===== src/rtl/rtc_pkg.sv =====
package rtc_pkg;
  localparam logic [7:0] ADDR_TIME = 8'h00;
  localparam logic [7:0] ADDR_DATE = 8'h04;
  localparam logic [7:0] ADDR_STAT = 8'h0C;
  localparam logic [7:0] ADDR_DIV  = 8'h10;
  localparam logic [7:0] ADDR_CTRL = 8'h18;
  localparam logic [7:0] ADDR_KEY  = 8'h24;
  localparam logic [7:0] KEY_FIRST  = 8'hCA;
  localparam logic [7:0] KEY_SECOND = 8'h53;

  typedef struct packed {
    logic [7:0] year;
    logic [2:0] wday;
    logic [7:0] month;
    logic [7:0] day;
    logic [7:0] hour;
    logic [7:0] min;
    logic [7:0] sec;
  } cal_t;

  function automatic logic [7:0] bcd_inc(logic [7:0] v);
    return (v[3:0] == 4'd9) ? {v[7:4] + 4'd1, 4'd0} : v + 8'd1;
  endfunction

  function automatic logic leap_year(logic [7:0] y);
    if (y[4]) return (y[3:0] == 4'd2) || (y[3:0] == 4'd6);
    return (y[3:0] == 4'd0) || (y[3:0] == 4'd4) || (y[3:0] == 4'd8);
  endfunction

  function automatic logic [7:0] last_day(logic [7:0] m, logic [7:0] y);
    case (m)
      8'h02: return leap_year(y) ? 8'h29 : 8'h28;
      8'h04, 8'h06, 8'h09, 8'h11: return 8'h30;
      default: return 8'h31;
    endcase
  endfunction

  function automatic logic [31:0] pack_time(cal_t c);
    return {10'd0, c.hour[5:0], 1'b0, c.min[6:0], 1'b0, c.sec[6:0]};
  endfunction

  function automatic logic [31:0] pack_date(cal_t c);
    return {8'd0, c.year, c.wday, c.month[4:0], 2'd0, c.day[5:0]};
  endfunction
endpackage


===== src/rtl/rtc_wprot.sv =====
module rtc_wprot
  import rtc_pkg::*;
(
  input  logic       clk_i,
  input  logic       rst_ni,
  input  logic       key_we_i,
  input  logic [7:0] key_i,
  output logic       unlocked_o
);
  typedef enum logic [1:0] {LOCKED, HALF, OPEN} kst_e;
  kst_e st_q;

  always_ff @(posedge clk_i or negedge rst_ni) begin
    if (!rst_ni) st_q <= LOCKED;
    else if (key_we_i) begin
      if (key_i == KEY_FIRST) st_q <= HALF;
      else if (key_i == KEY_SECOND && st_q == HALF) st_q <= OPEN;
      else st_q <= LOCKED;
    end
  end

  assign unlocked_o = (st_q == OPEN);

  AST_UNLOCK_KEYED: assert property (@(posedge clk_i) disable iff (!rst_ni)
    $rose(unlocked_o) |-> $past(key_we_i && key_i == KEY_SECOND));
  AST_BAD_KEY_LOCKS: assert property (@(posedge clk_i) disable iff (!rst_ni)
    key_we_i && key_i != KEY_FIRST && key_i != KEY_SECOND |=> !unlocked_o);
endmodule


===== src/rtl/rtc_prescaler.sv =====
module rtc_prescaler #(
  parameter int AW = 7,
  parameter int SW = 15
) (
  input  logic          clk_i,
  input  logic          rst_ni,
  input  logic          tick_i,
  input  logic          freeze_i,
  input  logic [AW-1:0] div_a_i,
  input  logic [SW-1:0] div_s_i,
  output logic          sec_o
);
  logic [AW-1:0] cnt_a_q;
  logic [SW-1:0] cnt_s_q;
  logic wrap_a, wrap_s;

  assign wrap_a = (cnt_a_q == div_a_i);
  assign wrap_s = (cnt_s_q == div_s_i);

  always_ff @(posedge clk_i or negedge rst_ni) begin
    if (!rst_ni) begin
      cnt_a_q <= '0;
      cnt_s_q <= '0;
    end else if (freeze_i) begin
      cnt_a_q <= '0;
      cnt_s_q <= '0;
    end else if (tick_i) begin
      if (wrap_a) begin
        cnt_a_q <= '0;
        cnt_s_q <= wrap_s ? '0 : cnt_s_q + 1'b1;
      end else begin
        cnt_a_q <= cnt_a_q + 1'b1;
      end
    end
  end

  assign sec_o = tick_i && !freeze_i && wrap_a && wrap_s;

  AST_DIV_A_BOUND: assert property (@(posedge clk_i) disable iff (!rst_ni)
    cnt_a_q <= div_a_i);
  AST_FROZEN_ZERO: assert property (@(posedge clk_i) disable iff (!rst_ni)
    freeze_i |=> cnt_a_q == '0 && cnt_s_q == '0);
endmodule


===== src/rtl/rtc_calendar.sv =====
module rtc_calendar
  import rtc_pkg::*;
(
  input  logic        clk_i,
  input  logic        rst_ni,
  input  logic        step_i,
  input  logic        load_time_i,
  input  logic        load_date_i,
  input  logic [31:0] wdata_i,
  output cal_t        cur_o,
  output cal_t        nxt_o
);
  cal_t cur_q, inc;
  logic sec_c, min_c, hour_c, day_c, mon_c;

  always_comb begin
    inc    = cur_q;
    sec_c  = (cur_q.sec == 8'h59);
    min_c  = sec_c && (cur_q.min == 8'h59);
    hour_c = min_c && (cur_q.hour == 8'h23);
    day_c  = hour_c && (cur_q.day == last_day(cur_q.month, cur_q.year));
    mon_c  = day_c && (cur_q.month == 8'h12);
    inc.sec = sec_c ? 8'h00 : bcd_inc(cur_q.sec);
    if (sec_c) inc.min = (cur_q.min == 8'h59) ? 8'h00 : bcd_inc(cur_q.min);
    if (min_c) inc.hour = (cur_q.hour == 8'h23) ? 8'h00 : bcd_inc(cur_q.hour);
    if (hour_c) begin
      inc.day  = day_c ? 8'h01 : bcd_inc(cur_q.day);
      inc.wday = (cur_q.wday == 3'd7) ? 3'd1 : cur_q.wday + 3'd1;
    end
    if (day_c) inc.month = mon_c ? 8'h01 : bcd_inc(cur_q.month);
    if (mon_c) inc.year = (cur_q.year == 8'h99) ? 8'h00 : bcd_inc(cur_q.year);
  end

  always_ff @(posedge clk_i or negedge rst_ni) begin
    if (!rst_ni) cur_q <= '0;
    else begin
      if (load_time_i) begin
        cur_q.sec  <= {1'b0, wdata_i[6:0]};
        cur_q.min  <= {1'b0, wdata_i[14:8]};
        cur_q.hour <= {2'b0, wdata_i[21:16]};
      end else if (step_i) begin
        cur_q.sec  <= inc.sec;
        cur_q.min  <= inc.min;
        cur_q.hour <= inc.hour;
      end
      if (load_date_i) begin
        cur_q.day   <= {2'b0, wdata_i[5:0]};
        cur_q.month <= {3'b0, wdata_i[12:8]};
        cur_q.wday  <= wdata_i[15:13];
        cur_q.year  <= wdata_i[23:16];
      end else if (step_i) begin
        cur_q.day   <= inc.day;
        cur_q.month <= inc.month;
        cur_q.wday  <= inc.wday;
        cur_q.year  <= inc.year;
      end
    end
  end

  assign cur_o = cur_q;
  assign nxt_o = step_i ? inc : cur_q;

  AST_SEC_WRAP: assert property (@(posedge clk_i) disable iff (!rst_ni)
    step_i && !load_time_i && cur_q.sec == 8'h59 |=> cur_q.sec == 8'h00);
  AST_HOUR_WRAP: assert property (@(posedge clk_i) disable iff (!rst_ni)
    step_i && !load_time_i && cur_q.hour == 8'h23 && cur_q.min == 8'h59 && cur_q.sec == 8'h59
    |=> cur_q.hour == 8'h00);
  AST_MONTH_WRAP: assert property (@(posedge clk_i) disable iff (!rst_ni)
    step_i && !load_date_i && $past(1'b1) && cur_q.month == 8'h12 && cur_q.day == 8'h31 &&
    cur_q.hour == 8'h23 && cur_q.min == 8'h59 && cur_q.sec == 8'h59 |=> cur_q.month == 8'h01);
endmodule


===== src/rtl/cal_rtc.sv =====
module cal_rtc
  import rtc_pkg::*;
#(
  parameter int          DIV_A_W   = 7,
  parameter int          DIV_S_W   = 15,
  parameter int unsigned DIV_A_RST = 127,
  parameter int unsigned DIV_S_RST = 255
) (
  input  logic        clk_i,
  input  logic        rst_ni,
  input  logic        rtc_tick_i,
  input  logic [7:0]  reg_addr_i,
  input  logic        reg_we_i,
  input  logic [31:0] reg_wdata_i,
  output logic [31:0] reg_rdata_o
);
  localparam int DIV_A_LSB = 16;

  logic unlocked, init_q, initf_q, rsf_q, sync_q, fmt_q, sec_pulse;
  logic wr_stat, wr_ctrl, wr_time, wr_date, wr_div, wr_key;
  logic [DIV_A_W-1:0] div_a_q;
  logic [DIV_S_W-1:0] div_s_q;
  cal_t cal_cur, cal_nxt, shd_q;

  assign wr_key  = reg_we_i && reg_addr_i == ADDR_KEY;
  assign wr_stat = reg_we_i && reg_addr_i == ADDR_STAT && unlocked;
  assign wr_ctrl = reg_we_i && reg_addr_i == ADDR_CTRL && unlocked;
  assign wr_time = reg_we_i && reg_addr_i == ADDR_TIME && unlocked && initf_q;
  assign wr_date = reg_we_i && reg_addr_i == ADDR_DATE && unlocked && initf_q;
  assign wr_div  = reg_we_i && reg_addr_i == ADDR_DIV  && unlocked && initf_q;

  rtc_wprot u_wprot (
    .clk_i, .rst_ni,
    .key_we_i  (wr_key),
    .key_i     (reg_wdata_i[7:0]),
    .unlocked_o(unlocked)
  );

  rtc_prescaler #(.AW(DIV_A_W), .SW(DIV_S_W)) u_presc (
    .clk_i, .rst_ni,
    .tick_i  (rtc_tick_i),
    .freeze_i(initf_q),
    .div_a_i (div_a_q),
    .div_s_i (div_s_q),
    .sec_o   (sec_pulse)
  );

  rtc_calendar u_cal (
    .clk_i, .rst_ni,
    .step_i     (sec_pulse),
    .load_time_i(wr_time),
    .load_date_i(wr_date),
    .wdata_i    (reg_wdata_i),
    .cur_o      (cal_cur),
    .nxt_o      (cal_nxt)
  );

  always_ff @(posedge clk_i or negedge rst_ni) begin
    if (!rst_ni) begin
      init_q  <= 1'b0;
      initf_q <= 1'b0;
      rsf_q   <= 1'b0;
      sync_q  <= 1'b0;
      fmt_q   <= 1'b0;
      div_a_q <= DIV_A_W'(DIV_A_RST);
      div_s_q <= DIV_S_W'(DIV_S_RST);
      shd_q   <= '0;
    end else begin
      if (wr_stat) init_q <= reg_wdata_i[7];
      // INITF follows INIT down at once, up on the next tick
      if ((wr_stat && !reg_wdata_i[7]) || !init_q) initf_q <= 1'b0;
      else if (rtc_tick_i) initf_q <= 1'b1;
      if (wr_stat && !reg_wdata_i[5]) begin
        rsf_q  <= 1'b0;
        sync_q <= 1'b0;
      end else if (rtc_tick_i && !initf_q && !rsf_q) begin
        rsf_q  <= sync_q;
        sync_q <= !sync_q;
      end
      if (wr_ctrl) fmt_q <= reg_wdata_i[6];
      if (wr_div) begin
        div_a_q <= reg_wdata_i[DIV_A_LSB +: DIV_A_W];
        div_s_q <= reg_wdata_i[DIV_S_W-1:0];
      end
      if (rtc_tick_i && !initf_q) shd_q <= cal_nxt;
    end
  end

  always_comb begin
    unique case (reg_addr_i)
      ADDR_TIME: reg_rdata_o = pack_time(shd_q);
      ADDR_DATE: reg_rdata_o = pack_date(shd_q);
      ADDR_STAT: reg_rdata_o = {24'd0, init_q, initf_q, rsf_q, cal_cur.year != 8'h00, 4'd0};
      ADDR_DIV:  reg_rdata_o = 32'(div_a_q) << DIV_A_LSB | 32'(div_s_q);
      ADDR_CTRL: reg_rdata_o = {25'd0, fmt_q, 6'd0};
      default:   reg_rdata_o = 32'd0;
    endcase
  end

  AST_INITF_NEEDS_INIT: assert property (@(posedge clk_i) disable iff (!rst_ni)
    initf_q |-> init_q);
  AST_LOCKED_NO_INIT: assert property (@(posedge clk_i) disable iff (!rst_ni)
    !unlocked && !init_q |=> !init_q);
  AST_FROZEN_CAL: assert property (@(posedge clk_i) disable iff (!rst_ni)
    initf_q && !wr_time && !wr_date |=> $stable(cal_cur));
  AST_RSF_ON_TICK: assert property (@(posedge clk_i) disable iff (!rst_ni)
    $rose(rsf_q) |-> $past(rtc_tick_i && !initf_q));
  AST_DIV_HELD: assert property (@(posedge clk_i) disable iff (!rst_ni)
    !initf_q |=> $stable(div_a_q) && $stable(div_s_q));
endmodule


===== config.mk =====
export PLATFORM = sky130hd
export DESIGN_NAME = cal_rtc
export DESIGN_NICKNAME = d
export VERILOG_FILES = /design/src/rtl/rtc_pkg.sv /design/src/rtl/rtc_wprot.sv /design/src/rtl/rtc_prescaler.sv /design/src/rtl/rtc_calendar.sv /design/src/rtl/cal_rtc.sv
export SDC_FILE = /design/constraint.sdc
export NUM_CORES = 1
export LEC_CHECK = 0
export ABC_AREA = 1
export BUFFER_PORTS_ARGS = -buffer_cell sky130_fd_sc_hd__buf_2
export CAP_MARGIN = 0
export CELL_PAD_IN_SITES_DETAIL_PLACEMENT = 0
export CELL_PAD_IN_SITES_GLOBAL_PLACEMENT = 2
export CORE_ASPECT_RATIO = 2
export CORE_MARGIN = 5
export CORE_UTILIZATION = 38
export DETAILED_ROUTE_END_ITERATION = 16
export PLACE_DENSITY_LB_ADDON = 0.1
export SYNTH_ARGS = -nofsm -noshare
export SYNTH_HDL_FRONTEND = slang
export SYNTH_SLANG_ARGS = --single-unit

===== constraint.sdc =====
create_clock -name clk_i -period 3.29 [get_ports clk_i]
set_input_delay 0.1645 -clock clk_i [delete_from_list [all_inputs] [get_ports clk_i]]
set_output_delay 0.1645 -clock clk_i [all_outputs]
set_load 0.01 [all_outputs]

# Yosys cells after proc, flatten, opt, wreduce, memory -nomap -nowiden
# Index checks and enable logic that the tools add are counted.
dict set report totals {
  regBits 144
  input_bits 44
  output_inout_bits 32
  wordCells 166
}
dict set report op_classes {
  n_addsub 15
  n_eq_ne 33
  mux 47
  bitwise_logic 1
  reduce_logical 46
}
# operator n
set op_table {}
lappend op_table {{2-to-1 mux 8 bit} 17}
lappend op_table {{one-hot mux 24 bit (5 select lines)} 1}
lappend op_table {{2-to-1 mux 15 bit} 4}
lappend op_table {{2-to-1 mux 27 bit} 2}
lappend op_table {{2-to-1 mux 51 bit} 1}
lappend op_table {{adder 8 x 1 -> 8 bit, second input constant} 6}
lappend op_table {{2-to-1 mux 24 bit} 2}
lappend op_table {{== test 8 x 5 -> 1 bit, second input constant} 4}
lappend op_table {{== test 4 bit, second input constant} 7}
lappend op_table {{logical AND 1 bit} 25}
lappend op_table {{adder 4 x 1 -> 4 bit, second input constant} 6}
lappend op_table {{== test 8 x 3 -> 1 bit, second input constant} 3}
lappend op_table {{== test 8 x 7 -> 1 bit, second input constant} 3}
lappend op_table {{bitwise OR 23 x 15 -> 23 bit} 1}
lappend op_table {{2-to-1 mux 7 bit} 3}
lappend op_table {{== test 8 x 4 -> 1 bit, second input constant} 2}
lappend op_table {{== test 8 x 6 -> 1 bit, second input constant} 2}
lappend op_table {{== test 8 bit, second input constant} 2}
lappend op_table {{one-hot mux 8 bit (2 select lines)} 1}
lappend op_table {{adder 15 x 1 -> 15 bit, second input constant} 1}
lappend op_table {{== test 15 bit} 1}
lappend op_table {{2-to-1 mux 1 bit} 12}
lappend op_table {{nonzero test 2 bit} 6}
lappend op_table {{== test 4 x 3 -> 1 bit, second input constant} 2}
lappend op_table {{other kinds (18)} 28}

# Logic depth before layout (Yosys ltp)
dict set report logic_depth {
  ltp_word 14
  mapped_depth 17
  ltp_nobuf 17
}

# By module
# A second synthesis with hierarchy kept.
dict set report hier_totals {
  cells_unflattened 1385
  hier_area_um2 9399.0
}
# module n_inst cells_each area_each_um2 seq_area_each_um2
set modules_own_cells {}
lappend modules_own_cells {rtc_calendar 1 588 3971.3 1276.2}
lappend modules_own_cells {cal_rtc 1 470 3467.1 1745.4}
lappend modules_own_cells {rtc_prescaler 1 297 1803.0 550.5}
lappend modules_own_cells {rtc_wprot 1 30 157.7 50.0}

# Worst setup path before layout
# No wires, ideal clock.
dict set report synth_timing {
  kind {reg2reg}
  from {reg u_cal.cur_q (netlist bit u_cal.cur_o[1])}
  to {reg shd_q[48] in the netlist's numbering}
  setup_time_ns 0.117
  arrival_time_ns 1.902
  required_ns 3.173
  setup_slack_ns 1.271
  stages_incl_launch_ff 16
  path_buffers 0
  synth_period_minus_slack_ns 2.019
  cell_sequence {dfrtp_1 > inv_1 > ha_1 > nand3_4 > nor2_8 > nand3_4 > nor2_2 > nand3_2 > nor2_4 > nand2_4 > clkinv_2 > nand2_4 > nand2_1 > o21ai_2 > nand2_1 > nand2_1}
}
dict set report synth_via {
  elab_chain_len 7
}
# element line
set synth_lines {}
lappend synth_lines {{from (decl)} rtc_calendar.sv:13} ;# cal_t cur_q, inc;
lappend synth_lines {{== test 8 x 7 -> 1 bit} rtc_calendar.sv:18} ;# sec_c = (cur_q.sec == 8'h59);
lappend synth_lines {{logical AND 1 bit} rtc_calendar.sv:19} ;# min_c = sec_c && (cur_q.min == 8'h59);
lappend synth_lines {{logical AND 1 bit} rtc_calendar.sv:20} ;# hour_c = min_c && (cur_q.hour == 8'h23);
lappend synth_lines {{logical AND 1 bit} rtc_calendar.sv:21} ;# day_c = hour_c && (cur_q.day == last_day(cur_q.month, cur_q.year));
lappend synth_lines {{logical AND 1 bit} rtc_calendar.sv:22} ;# mon_c = day_c && (cur_q.month == 8'h12);
lappend synth_lines {{2-to-1 mux 8 bit} rtc_calendar.sv:31} ;# if (mon_c) inc.year = (cur_q.year == 8'h99) ? 8'h00 : bcd_inc(cur_q.year);
lappend synth_lines {{2-to-1 mux 51 bit} rtc_calendar.sv:61} ;# assign nxt_o = step_i ? inc : cur_q;
lappend synth_lines {{to (signal assigned)} cal_rtc.sv:85} ;# if (rtc_tick_i && !initf_q) shd_q <= cal_nxt;
lappend synth_lines {{to (decl)} cal_rtc.sv:23} ;# cal_t cal_cur, cal_nxt, shd_q;
# No other way between the ends.
# A chain may end at the register's enable or synchronous reset.

# Worst setup path after layout
dict set report layout_timing {
  from {reg div_a_q[4]}
  to {reg shd_q[1] in the netlist's numbering}
}
dict set report layout_via {
  elab_chain_len 4
}
# element line
set layout_lines {}
lappend layout_lines {{from (decl)} cal_rtc.sv:21} ;# logic [DIV_A_W-1:0] div_a_q;
lappend layout_lines {{from (signal assigned)} cal_rtc.sv:65} ;# div_a_q <= DIV_A_W'(DIV_A_RST);
lappend layout_lines {{from (signal assigned)} cal_rtc.sv:82} ;# div_a_q <= reg_wdata_i[DIV_A_LSB +: DIV_A_W];
lappend layout_lines {{== test 7 bit} rtc_prescaler.sv:17} ;# assign wrap_a = (cnt_a_q == div_a_i);
lappend layout_lines {{logical AND 1 bit (2 in series)} rtc_prescaler.sv:37} ;# assign sec_o = tick_i && !freeze_i && wrap_a && wrap_s;
lappend layout_lines {{2-to-1 mux 51 bit} rtc_calendar.sv:61}
# No other way between the ends.

==> impl_metrics.toml <==
[status]
status = "completed"

[run]
drv_cap = 0

[routing]
dr.pass1.iters = 5
via_per_inst = 5.21
wl_per_cell_um = 19.8
via_count = 8057
drt_iter0_drc = 462
drt_wl_total_um = 30600
route.detailed.drc = 0
ant_nets = 0

[layout]
nets = 1322
drive_gt1_frac = 0.130
n_fill_cell = 2410
final_util = 0.446
finalNonFillerCells = 1546
syn2layout_area_growth_pct = 15.4
diodes = 0

[power]
powerDensity_nw_per_um2 = 560
ir_drop_mv = 0.381
p_sw_mw = 2.01
power_mw = 5.68
p_leak_nw = 5.05
p_int_mw = 3.67
switching_share = 0.354
clkPwrFrac = 0.352
p_comb_frac = 0.248
seqPwrFrac = 0.400

[place]
port_buffers = 59
gp_congestion = 0.895
post-place-ws_ns = 0.645
hpwl_um = 23200
numPlacedInstances = 1503

[sta]
tns_ns = 0
slew_violations = 0
tightest_slew_ns = 1.02
rsz0062_at_grt = "no"
relSlewSlack = 0.319
setup_ws_ns = 0.638
setup_viol = 0
skew_ns = 0.0182
fin_crit_ns = 2.65
hold_viol = 0
fin_crit_sh = 0.806
fmax_ghz = 0.377

[yosys]
yosysTopAreaCellShare = 0.367
synth_edf_count = 0
synth_area_leaders = "dfrtp_1 (37%), nand2_1 (13%), inv_1 (6.1%)"
synth.distinct_cells = 55
synthArstFlopShare = 1.00
synthTopCellsByCount = "nand2_1 (311), inv_1 (143), dfrtp_1 (129)"
synth_flop_cell = "dfrtp_1"
netlist_area_um2 = 8790
syn_inst = 1176
synth_seq_cells = 144
yosys.area.top_type = "dfrtp_1"
synth.most_common_cell = "nand2_1"
seq_area_frac_synth = 0.412
yosysWarnings = 0
synth_area_per_cell_um2 = 7.47

[cts]
cts_tree = "done"
cts_buffers = 17
clock-sinks = 144
post_cts_buffers = 0
clk_path_buf_depth = 2
clock_latency_ns = 0.45
cts-resized-gates = 0
clk_transition_reported_paths_ns = 0.07
root_buffer = "clkbuf_16"
holdBufCountCts = 11
htree_levels = 4

[global_routing]
grt_pass1_wl_um = 46900
grt_overflow = 0
antenna_found_initial = 0
grt_usage = 0.233
grt_max_degree = 84
grt_pass1_vias = 8133

[setup_path]
cp_slowest_stage_delay_ns = 0.61
end_kind = "register"
cp.required_ns = 3.66
crit_type = "register to register"
path_cells = "xnor2_1, nand4_1, nor2_2, nand2_1, nor2_1, buf_4, nand2_1, o22ai_1, inv_1, o21ai_0"
cpMaxStageDelayCell = "dfstp_2"
path_common_cell = "nand2_1"
worst_setup_path_start_kind = "register"
crit_arrival_ns = 3.02
critPathMaxFanout = 15

[die]
die_w_um = 118
rows = 78
die_y_um = 225
num_io_pins = 76
core_um2 = 22700
initial_core_util = 0.386
design.die.area_um2 = 26400

[worst_hold_path]
hold_class = "primary input to register"
## power groups by stage
stage | Clock (mW) | Sequential [mW] | Combinational, mW
global route | 2.11 | 2.31 | 1.62
global placement | 0 | 2.30 | 1.40
detailed placement | 0 | 2.30 | 1.41
floorplan | 0 | 2.21 | 0.997
CTS | 2.04 | 2.27 | 1.43
finish | 2.00 | 2.27 | 1.41
## final timing paths
| path | startpoint | end | slack (ns) | cells past startpoint |
|---|---|---|---|---|
| setup / recovery | div_a_q[4] | shd_q[1] | 0.64 | 10 |
| hold / removal | reg_wdata_i[19] | u_cal.cur_o[46] | 0.007 | 3 |
| setup reg to reg | div_a_q[4] | shd_q[1] | 0.64 | 10 |
| hold reg to reg | shd_q[8] | shd_q[8] | 0.48 | 2 |
| max in group asynchronous | rst_ni | u_presc.cnt_s_q[9] | 2.17 | 3 |
| min in group asynchronous | rst_ni | u_cal.cur_o[32] | 0.32 | 2 |
## layout make-up
cell class	count	area (µm²)	share of cell area
clock inverters	12	135	0.0133
multi-input cells	850	4440	0.437
flip-flops and latches	144	3620	0.357
clock buffers	20	457	0.0450
repair buffers	91	582	0.0574
well taps	280	350	0.0345
inverters	149	561	0.0553
## per-layer routing
layer | part of all wire | vias up | track usage
met5 | 0 | - | 0
met4 | 0.049 | 0 | 0.122
met3 | 0.030 | 49 | 0.0329
met2 | 0.54 | 160 | 0.435
met1 | 0.38 | 3864 | 0.254
li1 | - | 3984 | -
## registers in the layout, summed over array words and instances (netlist names)
name and count:
div_a_q 7, u_presc.cnt_a_q 7, u_presc.cnt_s_q 15, shd_q 42, div_s_q 15, u_cal.cur_o 51, u_wprot.st_q 2, sync_q 1
rsf_q 1, fmt_q 1, init_q 1, initf_q 1
## cell usage in the layout (no fill, tap or decap), drive strengths merged, types with 15 or more instances in the layout
master / Yosys / layout
nand2: 315 / 315
inv: 146 / 147
dfrtp: 129 / 129
nor2: 120 / 120
o21ai: 104 / 104
nand3: 84 / 84
buf: 20 / 80
a21oi: 45 / 45
xor2: 28 / 28
ha: 25 / 25
nand4: 22 / 22
clkbuf: 20 / 20
xnor2: 16 / 16
dfstp: 15 / 15
## worst max-delay path: cells and delay by family (launching register included)
family | cells | cell delay [ns]
buffers and inverters | 2 | 0.39
flip-flops | 1 | 0.61
XOR/XNOR | 1 | 0.13
AO/OA/AOI/OAI | 2 | 0.29
AND/OR/NAND/NOR | 5 | 1.14
## stage by stage
| step | hold WS (ns) | instance area [µm²] |
|---|---|---|
| 2_1_floorplan | -0.131 | 8810 |
| 3_3_place_gp | 0.291 | 9440 |
| 3_5_place_dp | 0.288 | 9440 |
| 4_1_cts | 0.00190 | 10100 |
| 5_1_grt | 0.00895 | 10100 |
| 6_report | 0.00748 | 10100 |
## cells by family (layout without fill, tap and decap cells)
group / count (synthesis) / count (layout) / share of synthesized area
adder cells (fa/ha/maj): 25 / 25 / 0.0356
flip-flops: 144 / 144 / 0.412
XOR/XNOR: 44 / 44 / 0.0439
AND/OR/NAND/NOR: 567 / 567 / 0.284
AO/OA/AOI/OAI: 199 / 199 / 0.129
multiplexers: 7 / 7 / 0.00869
buffers and inverters: 189 / 272 / 0.0859
other: 1 / 8 / 0.000427
No activity file was read; power rests on OpenSTA's default activity.
